--- config.mk ---
export PLATFORM = sky130hd
export DESIGN_NAME = halfchip_code_timer
export DESIGN_NICKNAME = d
export VERILOG_FILES = /design/src/rtl/hcs_pkg.sv /design/src/rtl/code_nco.sv /design/src/rtl/slip_inserter.sv /design/src/rtl/pn_lfsr.sv /design/src/rtl/tap_line.sv /design/src/rtl/halfchip_code_timer.sv
export SDC_FILE = /design/constraint.sdc
export NUM_CORES = 1
export LEC_CHECK = 0
export ABC_AREA = 0
export BUFFER_PORTS_ARGS = -buffer_cell sky130_fd_sc_hd__buf_2
export CORE_AREA = 4 4 110 91
export CTS_CLUSTER_SIZE = 40
export DETAILED_ROUTE_END_ITERATION = 7
export DIE_AREA = 0 0 114 95
export PLACE_DENSITY = 0.74
export SETUP_SLACK_MARGIN = 0.4
export SYNTH_ARGS = -nofsm -noshare
export SYNTH_HDL_FRONTEND = slang
export SYNTH_SLANG_ARGS = --single-unit
--- constraint.sdc ---
create_clock -name clk -period 4.2 [get_ports clk]
set_input_delay 0.21 -clock clk [delete_from_list [all_inputs] [get_ports clk]]
set_output_delay 0.21 -clock clk [all_outputs]
set_load 0.03 [all_outputs]
--- src/rtl/hcs_pkg.sv ---
package hcs_pkg;

  localparam int CODE_W = 2;

  typedef logic [CODE_W-1:0] chip_code_t;

  localparam chip_code_t CODE_PLUS  = 2'b01;
  localparam chip_code_t CODE_MINUS = 2'b11;

  function automatic chip_code_t encode_chip(input logic b);
    return b ? CODE_MINUS : CODE_PLUS;
  endfunction

endpackage

--- src/rtl/code_nco.sv ---
module code_nco #(
  parameter int ACC_W = 32
) (
  input  logic             clk,
  input  logic             rst_n,
  input  logic [ACC_W-1:0] fcw,
  output logic             tick
);

  localparam int SUM_W = ACC_W + 1;

  logic [ACC_W-1:0] acc_q;
  logic [SUM_W-1:0] sum;

  assign sum = {1'b0, acc_q} + {1'b0, fcw};

  always_ff @(posedge clk) begin
    if (!rst_n) begin
      acc_q <= '0;
      tick  <= 1'b0;
    end else begin
      acc_q <= sum[ACC_W-1:0];
      tick  <= sum[ACC_W];
    end
  end

endmodule

--- src/rtl/slip_inserter.sv ---
module slip_inserter (
  input  logic clk,
  input  logic rst_n,
  input  logic nco_tick,
  input  logic slip_req,
  output logic half_tick,
  output logic slip_ack
);

  logic pend_q;
  logic ins_fire;

  // an inserted tick only uses a cycle the NCO leaves free
  assign ins_fire  = pend_q && !nco_tick;
  assign half_tick = nco_tick || ins_fire;

  always_ff @(posedge clk) begin
    if (!rst_n) begin
      pend_q   <= 1'b0;
      slip_ack <= 1'b0;
    end else begin
      pend_q   <= (pend_q && !ins_fire) || slip_req;
      slip_ack <= ins_fire;
    end
  end


  slip_held_chk: assert property (@(posedge clk) disable iff (!rst_n)
    (pend_q && nco_tick) |=> pend_q);


  slip_taken_chk: assert property (@(posedge clk) disable iff (!rst_n)
    slip_req |=> pend_q);

endmodule

--- src/rtl/pn_lfsr.sv ---
module pn_lfsr #(
  parameter int             W    = 10,
  parameter logic [W-1:0]   TAPS = 10'b00_0000_1001
) (
  input  logic         clk,
  input  logic         rst_n,
  input  logic [W-1:0] seed,
  input  logic         step,
  output logic         bit_out,
  output logic         epoch
);

  localparam logic [W-1:0] ONE = {{(W-1){1'b0}}, 1'b1};

  logic [W-1:0] st_q;
  logic [W-1:0] start_q;
  logic [W-1:0] st_nxt;
  logic         fb;

  assign fb      = ^(st_q & TAPS);
  assign st_nxt  = {fb, st_q[W-1:1]};
  assign bit_out = st_q[0];

  always_ff @(posedge clk) begin
    if (!rst_n) begin
      st_q    <= (seed == '0) ? ONE : seed;
      start_q <= (seed == '0) ? ONE : seed;
      epoch   <= 1'b0;
    end else begin
      epoch <= step && (st_nxt == start_q);
      if (step) st_q <= st_nxt;
    end
  end


  lfsr_nonzero_chk: assert property (@(posedge clk) disable iff (!rst_n)
    st_q != '0);


  epoch_on_step_chk: assert property (@(posedge clk) disable iff (!rst_n)
    step |=> (epoch == (st_q == start_q)));

endmodule

--- src/rtl/tap_line.sv ---
module tap_line #(
  parameter int NSTAGE = 3
) (
  input  logic              clk,
  input  logic              rst_n,
  input  logic              shift_en,
  input  logic              din,
  output logic [NSTAGE-1:0] taps
);

  logic [NSTAGE-1:0] st_q;

  for (genvar i = 0; i < NSTAGE; i++) begin : g_stage
    if (i == 0) begin : g_head
      always_ff @(posedge clk) begin
        if (!rst_n)        st_q[i] <= 1'b0;
        else if (shift_en) st_q[i] <= din;
      end
    end else begin : g_body
      always_ff @(posedge clk) begin
        if (!rst_n)        st_q[i] <= 1'b0;
        else if (shift_en) st_q[i] <= st_q[i-1];
      end
    end
  end

  assign taps = st_q;


  tap_shift_chk: assert property (@(posedge clk) disable iff (!rst_n)
    shift_en |=> (st_q[NSTAGE-1:1] == $past(st_q[NSTAGE-2:0])));


  tap_hold_chk: assert property (@(posedge clk) disable iff (!rst_n)
    !shift_en |=> $stable(st_q));

endmodule

--- src/rtl/halfchip_code_timer.sv ---
module halfchip_code_timer #(
  parameter int ACC_W  = 32,
  parameter int LFSR_W = 10
) (
  input  logic              clk,
  input  logic              rst_n,
  input  logic [ACC_W-1:0]  fcw,
  input  logic [LFSR_W-1:0] seed,
  input  logic              slip_req,
  output logic              half_tick,
  output logic              chip_tick,
  output logic [1:0]        early,
  output logic [1:0]        prompt,
  output logic [1:0]        late,
  output logic              epoch,
  output logic              slip_ack
);

  import hcs_pkg::*;

  localparam int NTAP = 3;

  logic            nco_tick;
  logic            phase_q;
  logic            code_bit;
  logic [NTAP-1:0] tap_bits;

  code_nco #(.ACC_W(ACC_W)) u_nco (
    .clk  (clk),
    .rst_n(rst_n),
    .fcw  (fcw),
    .tick (nco_tick)
  );

  slip_inserter u_slip (
    .clk      (clk),
    .rst_n    (rst_n),
    .nco_tick (nco_tick),
    .slip_req (slip_req),
    .half_tick(half_tick),
    .slip_ack (slip_ack)
  );

  // divide the half-chip stream by two with an enable-driven phase bit
  always_ff @(posedge clk) begin
    if (!rst_n)         phase_q <= 1'b0;
    else if (half_tick) phase_q <= !phase_q;
  end

  assign chip_tick = half_tick && phase_q;

  pn_lfsr #(.W(LFSR_W)) u_gen (
    .clk    (clk),
    .rst_n  (rst_n),
    .seed   (seed),
    .step   (chip_tick),
    .bit_out(code_bit),
    .epoch  (epoch)
  );

  tap_line #(.NSTAGE(NTAP)) u_taps (
    .clk     (clk),
    .rst_n   (rst_n),
    .shift_en(half_tick),
    .din     (code_bit),
    .taps    (tap_bits)
  );

  assign early  = encode_chip(tap_bits[0]);
  assign prompt = encode_chip(tap_bits[1]);
  assign late   = encode_chip(tap_bits[2]);


  chip_on_half_chk: assert property (@(posedge clk) disable iff (!rst_n)
    chip_tick |-> half_tick);


  chip_alternate_chk: assert property (@(posedge clk) disable iff (!rst_n)
    chip_tick |=> !chip_tick);


  ack_after_tick_chk: assert property (@(posedge clk) disable iff (!rst_n)
    $rose(slip_ack) |-> $past(half_tick));

endmodule

==> results of run 1 <==
[critical path, delay by kind of cell, from the launching register on]
family                   cells  cell delay, ns
AND/OR/NAND/NOR              1            0.11
flip-flops                   1            0.30
AO/OA/AOI/OAI                5            1.09
multiplexers                 1            0.13
adder cells (fa/ha/maj)      2            0.66
[metal layers]
metal,share of wire,up-vias,track usage
met2,0.44,114,0.249
met4,0.018,0,0.0544
met5,0,-,0
met1,0.48,1509,0.247
li1,-,1640,-
met3,0.063,12,0.0448
[cell usage after synthesis, drive strengths merged, types with 2 or more instances]
cell,number,area share
nand4,5,0.012
a21oi,34,0.047
o211ai,6,0.011
a211o,2,0.0045
o2111ai,3,0.0067
inv,12,0.011
a31o,2,0.0045
nor3,13,0.017
a211oi,9,0.018
o31ai,3,0.0092
a21o,12,0.023
mux2,10,0.029
nand2,29,0.028
mux2i,3,0.0076
ha,32,0.10
xnor2,11,0.024
a31oi,5,0.013
and2,8,0.013
nor4,3,0.0048
edfxtp,20,0.15
o21ai,33,0.047
o21bai,2,0.0038
or3,2,0.0032
clkbuf,15,0.014
xor2,18,0.040
o21a,5,0.0095
nand2b,3,0.0048
buf,7,0.014
nand3,9,0.011
and3,6,0.0095
dfxtp,40,0.20
nor2,43,0.044
[kinds of logic after synthesis]
family          count (synthesis)
other cells                     1
mux                            13
flops                          60
compound gates                128
fa+ha+maj                      33
buf+inv                        35
xor+xnor                       29
simple gates                  126
[sequential cells by signal, indices dropped and copies added, names as in the netlist]
name	flops
u_taps.taps	3
u_slip.pend_q	1
u_slip.slip_ack	1
u_gen.epoch	1
phase_q	1
u_gen.start_q	10
u_nco.acc_q	32
u_gen.st_q	10
u_nco.tick	1
[per-stage QoR]
| step | utilization | cell area, um2 |
|---|---|---|
| 2_1_floorplan | - | 3940 |
| 3_3_place_gp | 0.475 | 4240 |
| 3_5_place_dp | 0.475 | 4240 |
| 4_1_cts | 0.511 | 4560 |
| 5_1_grt | 0.511 | 4560 |
| 6_report | 0.511 | 4560 |
[where the power goes]
| part | leakage, nW | switching [W] | total, W | internal, W |
|---|---|---|---|---|
| Clock | 0.150 | 0.000263 | 0.000782 | 0.000519 |
| Combinational | 1.27 | 0.000894 | 0.00149 | 0.000600 |
| Sequential | 0.528 | 0.0000550 | 0.000816 | 0.000761 |
| Total | 1.95 | 0.00121 | 0.00309 | 0.00188 |
[worst max path at each step]
| stage | end | slack [ns] |
|---|---|---|
| 2_1_floorplan | u_nco.acc_q[28]$_SDFF_PN0_ | 2.00 |
| 3_3_place_gp | u_nco.acc_q[28]$_SDFF_PN0_ | 1.81 |
| 3_5_place_dp | u_nco.acc_q[28]$_SDFF_PN0_ | 1.76 |
| 4_1_cts | u_nco.acc_q[28]$_SDFF_PN0_ | 1.79 |
| 5_1_grt | u_nco.acc_q[14]$_SDFF_PN0_ | 1.60 |
| 6_report | u_nco.acc_q[28]$_SDFF_PN0_ | 1.79 |
[area by class of cell]
cell class / instances / share of cell area
inverter: 13 / 0.0107
multi-input combinational: 332 / 0.523
clock buffer: 10 / 0.0502
tap: 115 / 0.0316
clock inverter: 6 / 0.0195
timing repair buffer: 52 / 0.0577
sequential: 60 / 0.308
==> flow_metrics.tcl, run 1 <==
set metrics [dict create \
    ioPinCount 55 \
    synth_cell_types 66 \
    first_iter_violations 141 \
    overflow 0 \
    async_flop_share 0 \
    htreeDepth 3 \
    synthMuxAreaShare 0.0362 \
    yosys.area_share.simple 0.156 \
    post_cts_resized 0 \
    ir_drop_uv 244 \
    die_y_um 95 \
    max-slew-margin-rel 0.648 \
    cpPeakStageDelay_ns 0.44 \
    synth_ff_type "dfxtp_1" \
    synth_xor_area_frac 0.0645 \
    crit_chain "ha_1 > fa_1 > a211oi_1 > nor2_2 > o21ai_2 > a21oi_4 > a41oi_4 > o41ai_2 > mux2i_1" \
    setup_viol 0 \
    syn_to_final_growth_pct 15.8 \
    synth-edff-count 20 \
    worst_clock_skew_ns 0.00655 \
    cts_sinks 60 \
    cp_max_fo 4 \
    setup_tns_ns 0 \
    seq_area_frac_synth 0.356 \
    rsz0062_at_grt "no" \
    synth_warnings 0 \
    nNetsFinal 546 \
    synth_seq_cells 60 \
    fin_crit_ns 2.41 \
    via_count 3275 \
    postCtsHoldBufs 0 \
    cts_buffer_depth 2 \
    dpl.cell_count 572 \
    dpl_worst_slack_ns 1.76 \
    dp_hpwl_um 6660 \
    rows 31 \
    reg2reg_slack_ns 1.79 \
    grt_use_total 0.171 \
    register_area_mm2 0.00140 \
    drc_errors 0 \
    holdPathStages 1 \
    holdPathEnd "u_gen.start_q[5]$_DFFE_PN_" \
    wl_um 8940 \
    wire_per_inst_um 15.2 \
    antenna_found_initial 0 \
    worst_pin_slew_ns 0.529 \
    clk_latency_ns 0.32 \
    synth_fa_ha_area_frac 0.107 \
    cp-start-kind "flip-flop" \
    critical_path.startpoint "u_nco.acc_q[0]$_SDFF_PN0_" \
    diodes 0 \
    grt_pass1_vias 3016 \
    drive_above_1_share 0.207 \
    die_w_um 114 \
    powerDensity_mw_per_mm2 678 \
    status "completed" \
    hp-class "in2reg" \
    clockRootBuffer "clkbuf_16" \
    syn_area_mm2 0.00394 \
    hold_start "seed[5]" \
    cap_violations 0 \
    numCtsBuffers 9 \
    rr_endpoint "u_nco.acc_q[28]$_SDFF_PN0_" \
    final_cell_mix "51 x buf_2, 41 x nor2_1, 40 x dfxtp_1" \
    final_common_cell "buf_2" \
    drt_pre_antenna_iters 5 \
    worstPathArrival_ns 2.61 \
    report.final.slew_viol_count 0 \
    min_period_over_period 0.573 \
    cts_tree "done" \
    die_area_mm2 0.0108 \
    io_buffers 51 \
    cts_post_setup_buffers_inserted 0 \
    fin_ws_ns 1.79 \
    place_congestion 0.897 \
    clk_pin_slew_ns 0.06 \
    synth_compound_area_frac 0.238 \
    grt_pass1_wl_um 14700 \
    required_ns 4.40 \
    core_area_mm2 0.00892 \
    grt_max_degree 44 \
    initial_utilization 0.441 \
    fin_cells 588 \
    viasPerCell 5.57 \
    multiInputGateArea_mm2 0.00238 \
    max_freq_mhz 415 \
    total_power_w 0.00309 \
    avgSynthCellArea_um2 9.26 \
    r2r_cells 9 \
    whs_ns 0.0910 \
    crit_slowest_cell "fa_1" \
    path_class "reg2reg" \
    r2r-start "u_nco.acc_q[0]$_SDFF_PN0_" \
    p_leak_nw 1.95 \
    final_antenna_net_count 0 \
    crit_path_end_kind "flip-flop" \
    synth_top_family_by_area "compound AO/OA/AOI/OAI gates" \
    fillers 842 \
    syn_inst 425 \
    hold_violations 0 \
]
Note: power is estimated with default switching activity, not from simulation.
==> run 2: changes to the inputs <==
PLACE_DENSITY = 0.77   (was 0.74)
clock period = 2 ns   (was 4.2 ns; I/O delays follow)
==> flow_metrics.tcl, run 2 (synthesized netlist as in run 1, its figures left out) <==
set metrics [dict create \
    fin_util 0.625 \
    cpPeakStageDelay_ns 0.35 \
    grt_max_degree 21 \
    htreeDepth 3 \
    max_freq_mhz 478 \
    initial_utilization 0.441 \
    ir_drop_uv 747 \
    final_common_cell "buf_2" \
    total_power_w 0.00783 \
    largest_register "u_nco.acc_q" \
    drc_errors 0 \
    viasPerCell 5.66 \
    final_antenna_net_count 0 \
    crit_path_end_kind "flip-flop" \
    report.final.slew_viol_count 0 \
    crit_slowest_cell "fa_2" \
    cts_sinks 60 \
    fin_ws_ns -0.0912 \
    required_ns 2.22 \
    first_iter_violations 187 \
    min_period_over_period 1.05 \
    cts_buffer_depth 2 \
    via_count 3710 \
    path_class "reg2reg" \
    fin_crit_ns 2.09 \
    io_buffers 51 \
    dp_hpwl_um 7490 \
    cts_tree "done" \
    setup_tns_ns -0.660 \
    die_w_um 114 \
    crit_chain "ha_4 > fa_2 > a211oi_2 > nor2_2 > o21ai_4 > a21oi_4 > a31oi_1 > xor2_1 > nor2_1" \
    top_regs "u_nco.acc_q x32, u_gen.st_q x10, u_gen.start_q x10" \
    place_congestion 0.870 \
    clk_latency_ns 0.34 \
    overflow 0 \
    ioPinCount 55 \
    die_y_um 95 \
    largest_reg_flops 32 \
    critPathTopFamily "compound AO/OA/AOI/OAI gates" \
    setup_viol 14 \
    core_area_mm2 0.00892 \
    numCtsBuffers 9 \
    wl_um 11400 \
    hp-class "in2reg" \
    violations "negative setup slack" \
    wire_per_inst_um 17.4 \
    hold_violations 0 \
    grt_pass1_vias 3771 \
    rsz0062_at_grt "yes" \
    grt_use_total 0.211 \
    cp-start-kind "flip-flop" \
    rows 31 \
    cp_num_buf_inv 0 \
    fillers 689 \
    drt_pre_antenna_iters 5 \
    nNetsFinal 613 \
    die_area_mm2 0.0108 \
    diodes 0 \
    cp_max_fo 3 \
    worstPathArrival_ns 2.32 \
    grt_pass1_wl_um 18100 \
    powerDensity_mw_per_mm2 1400 \
    p_leak_nw 2.31 \
    syn_to_final_growth_pct 41.7 \
    worst_clock_skew_ns 0.00673 \
    cap_violations 0 \
    clockRootBuffer "clkbuf_16" \
    antenna_found_initial 0 \
    drive_above_1_share 0.422 \
    clk_pin_slew_ns 0.06 \
    status "complete, but fails checks" \
    final_cell_mix "51 x buf_2, 48 x buf_4, 38 x dfxtp_1" \
]
run 2: cell types whose count changed in the layout (fill, tap and decap cells not counted), sizes merged:
cell         before  now
buf              52  109
clkbuf           10    9
clkinv            4    2
clkinvlp          1    2
inv              12   16
dlygate4sd3       0   10
bufinv            2    0
run 2: worst reg2reg max path: cells and delay by family (launching register included):
| kind | cells | cell delay [ns] |
|---|---|---|
| compound gates | 4 | 0.79 |
| xor+xnor | 1 | 0.21 |
| fa+ha+maj | 2 | 0.52 |
| flops | 1 | 0.32 |
| simple gates | 2 | 0.15 |
run 2: what timing repair did:
item                                   CTS  global route
pin swaps                               33            26
gates resized for setup                 52            25
setup endpoints to repair               30            29
hold buffers                            10             0
buffers inserted                        14             8
endpoints found under the hold margin   10             0
run 2: stage by stage:
step | hold slack [ns] | std cells | cell area (um2) | worst slack [ns]
after global placement | 0.304 | 607 | 4630 | -0.0709
final | 0.0912 | 655 | 5580 | -0.0912
after global routing | 0.0855 | 655 | 5580 | -0.187
after floorplan | 0.217 | 427 | 4070 | 0.0384
after CTS | 0.0605 | 647 | 5400 | 0.00429
after detailed placement | 0.309 | 607 | 4630 | -0.139
run 2: power breakdown:
| group | switching (W) | internal (W) |
|---|---|---|
| sequential | 0.000184 | 0.00160 |
| clock | 0.000628 | 0.000857 |
| combinational | 0.00238 | 0.00218 |
run 2: cell type report:
class                           count  area (um2)  area share
Multi-Input combinational cell    332        2860       0.512
Clock inverter                      7        57.6      0.0103
Sequential cell                    60        1410       0.252
Timing Repair Buffer              119         837       0.150
Tap cell                          115         144      0.0258
Clock buffer                        9         225      0.0404
Inverter                           13        48.8     0.00875
run 2: routing by layer:
| metal | global-route usage | routed length [um] |
|---|---|---|
| met1 | 0.263 | 4920 |
| met2 | 0.351 | 5600 |
| met3 | 0.0609 | 720 |
| met4 | 0.0692 | 161 |
| met5 | 0 | 0 |
run 2: path summary, 6_finish.rpt:
path	slack, ns	endpoint	depth (start not counted)	start
setup / recovery	-0.09	u_nco.acc_q[20]$_SDFF_PN0_	9	u_nco.acc_q[0]$_SDFF_PN0_
hold / removal	0.09	u_nco.acc_q[15]$_SDFF_PN0_	2	rst_n
setup reg to reg	-0.09	u_nco.acc_q[20]$_SDFF_PN0_	9	u_nco.acc_q[0]$_SDFF_PN0_
hold reg to reg	0.46	u_slip.slip_ack$_SDFF_PN0_	1	u_nco.tick$_SDFF_PN0_
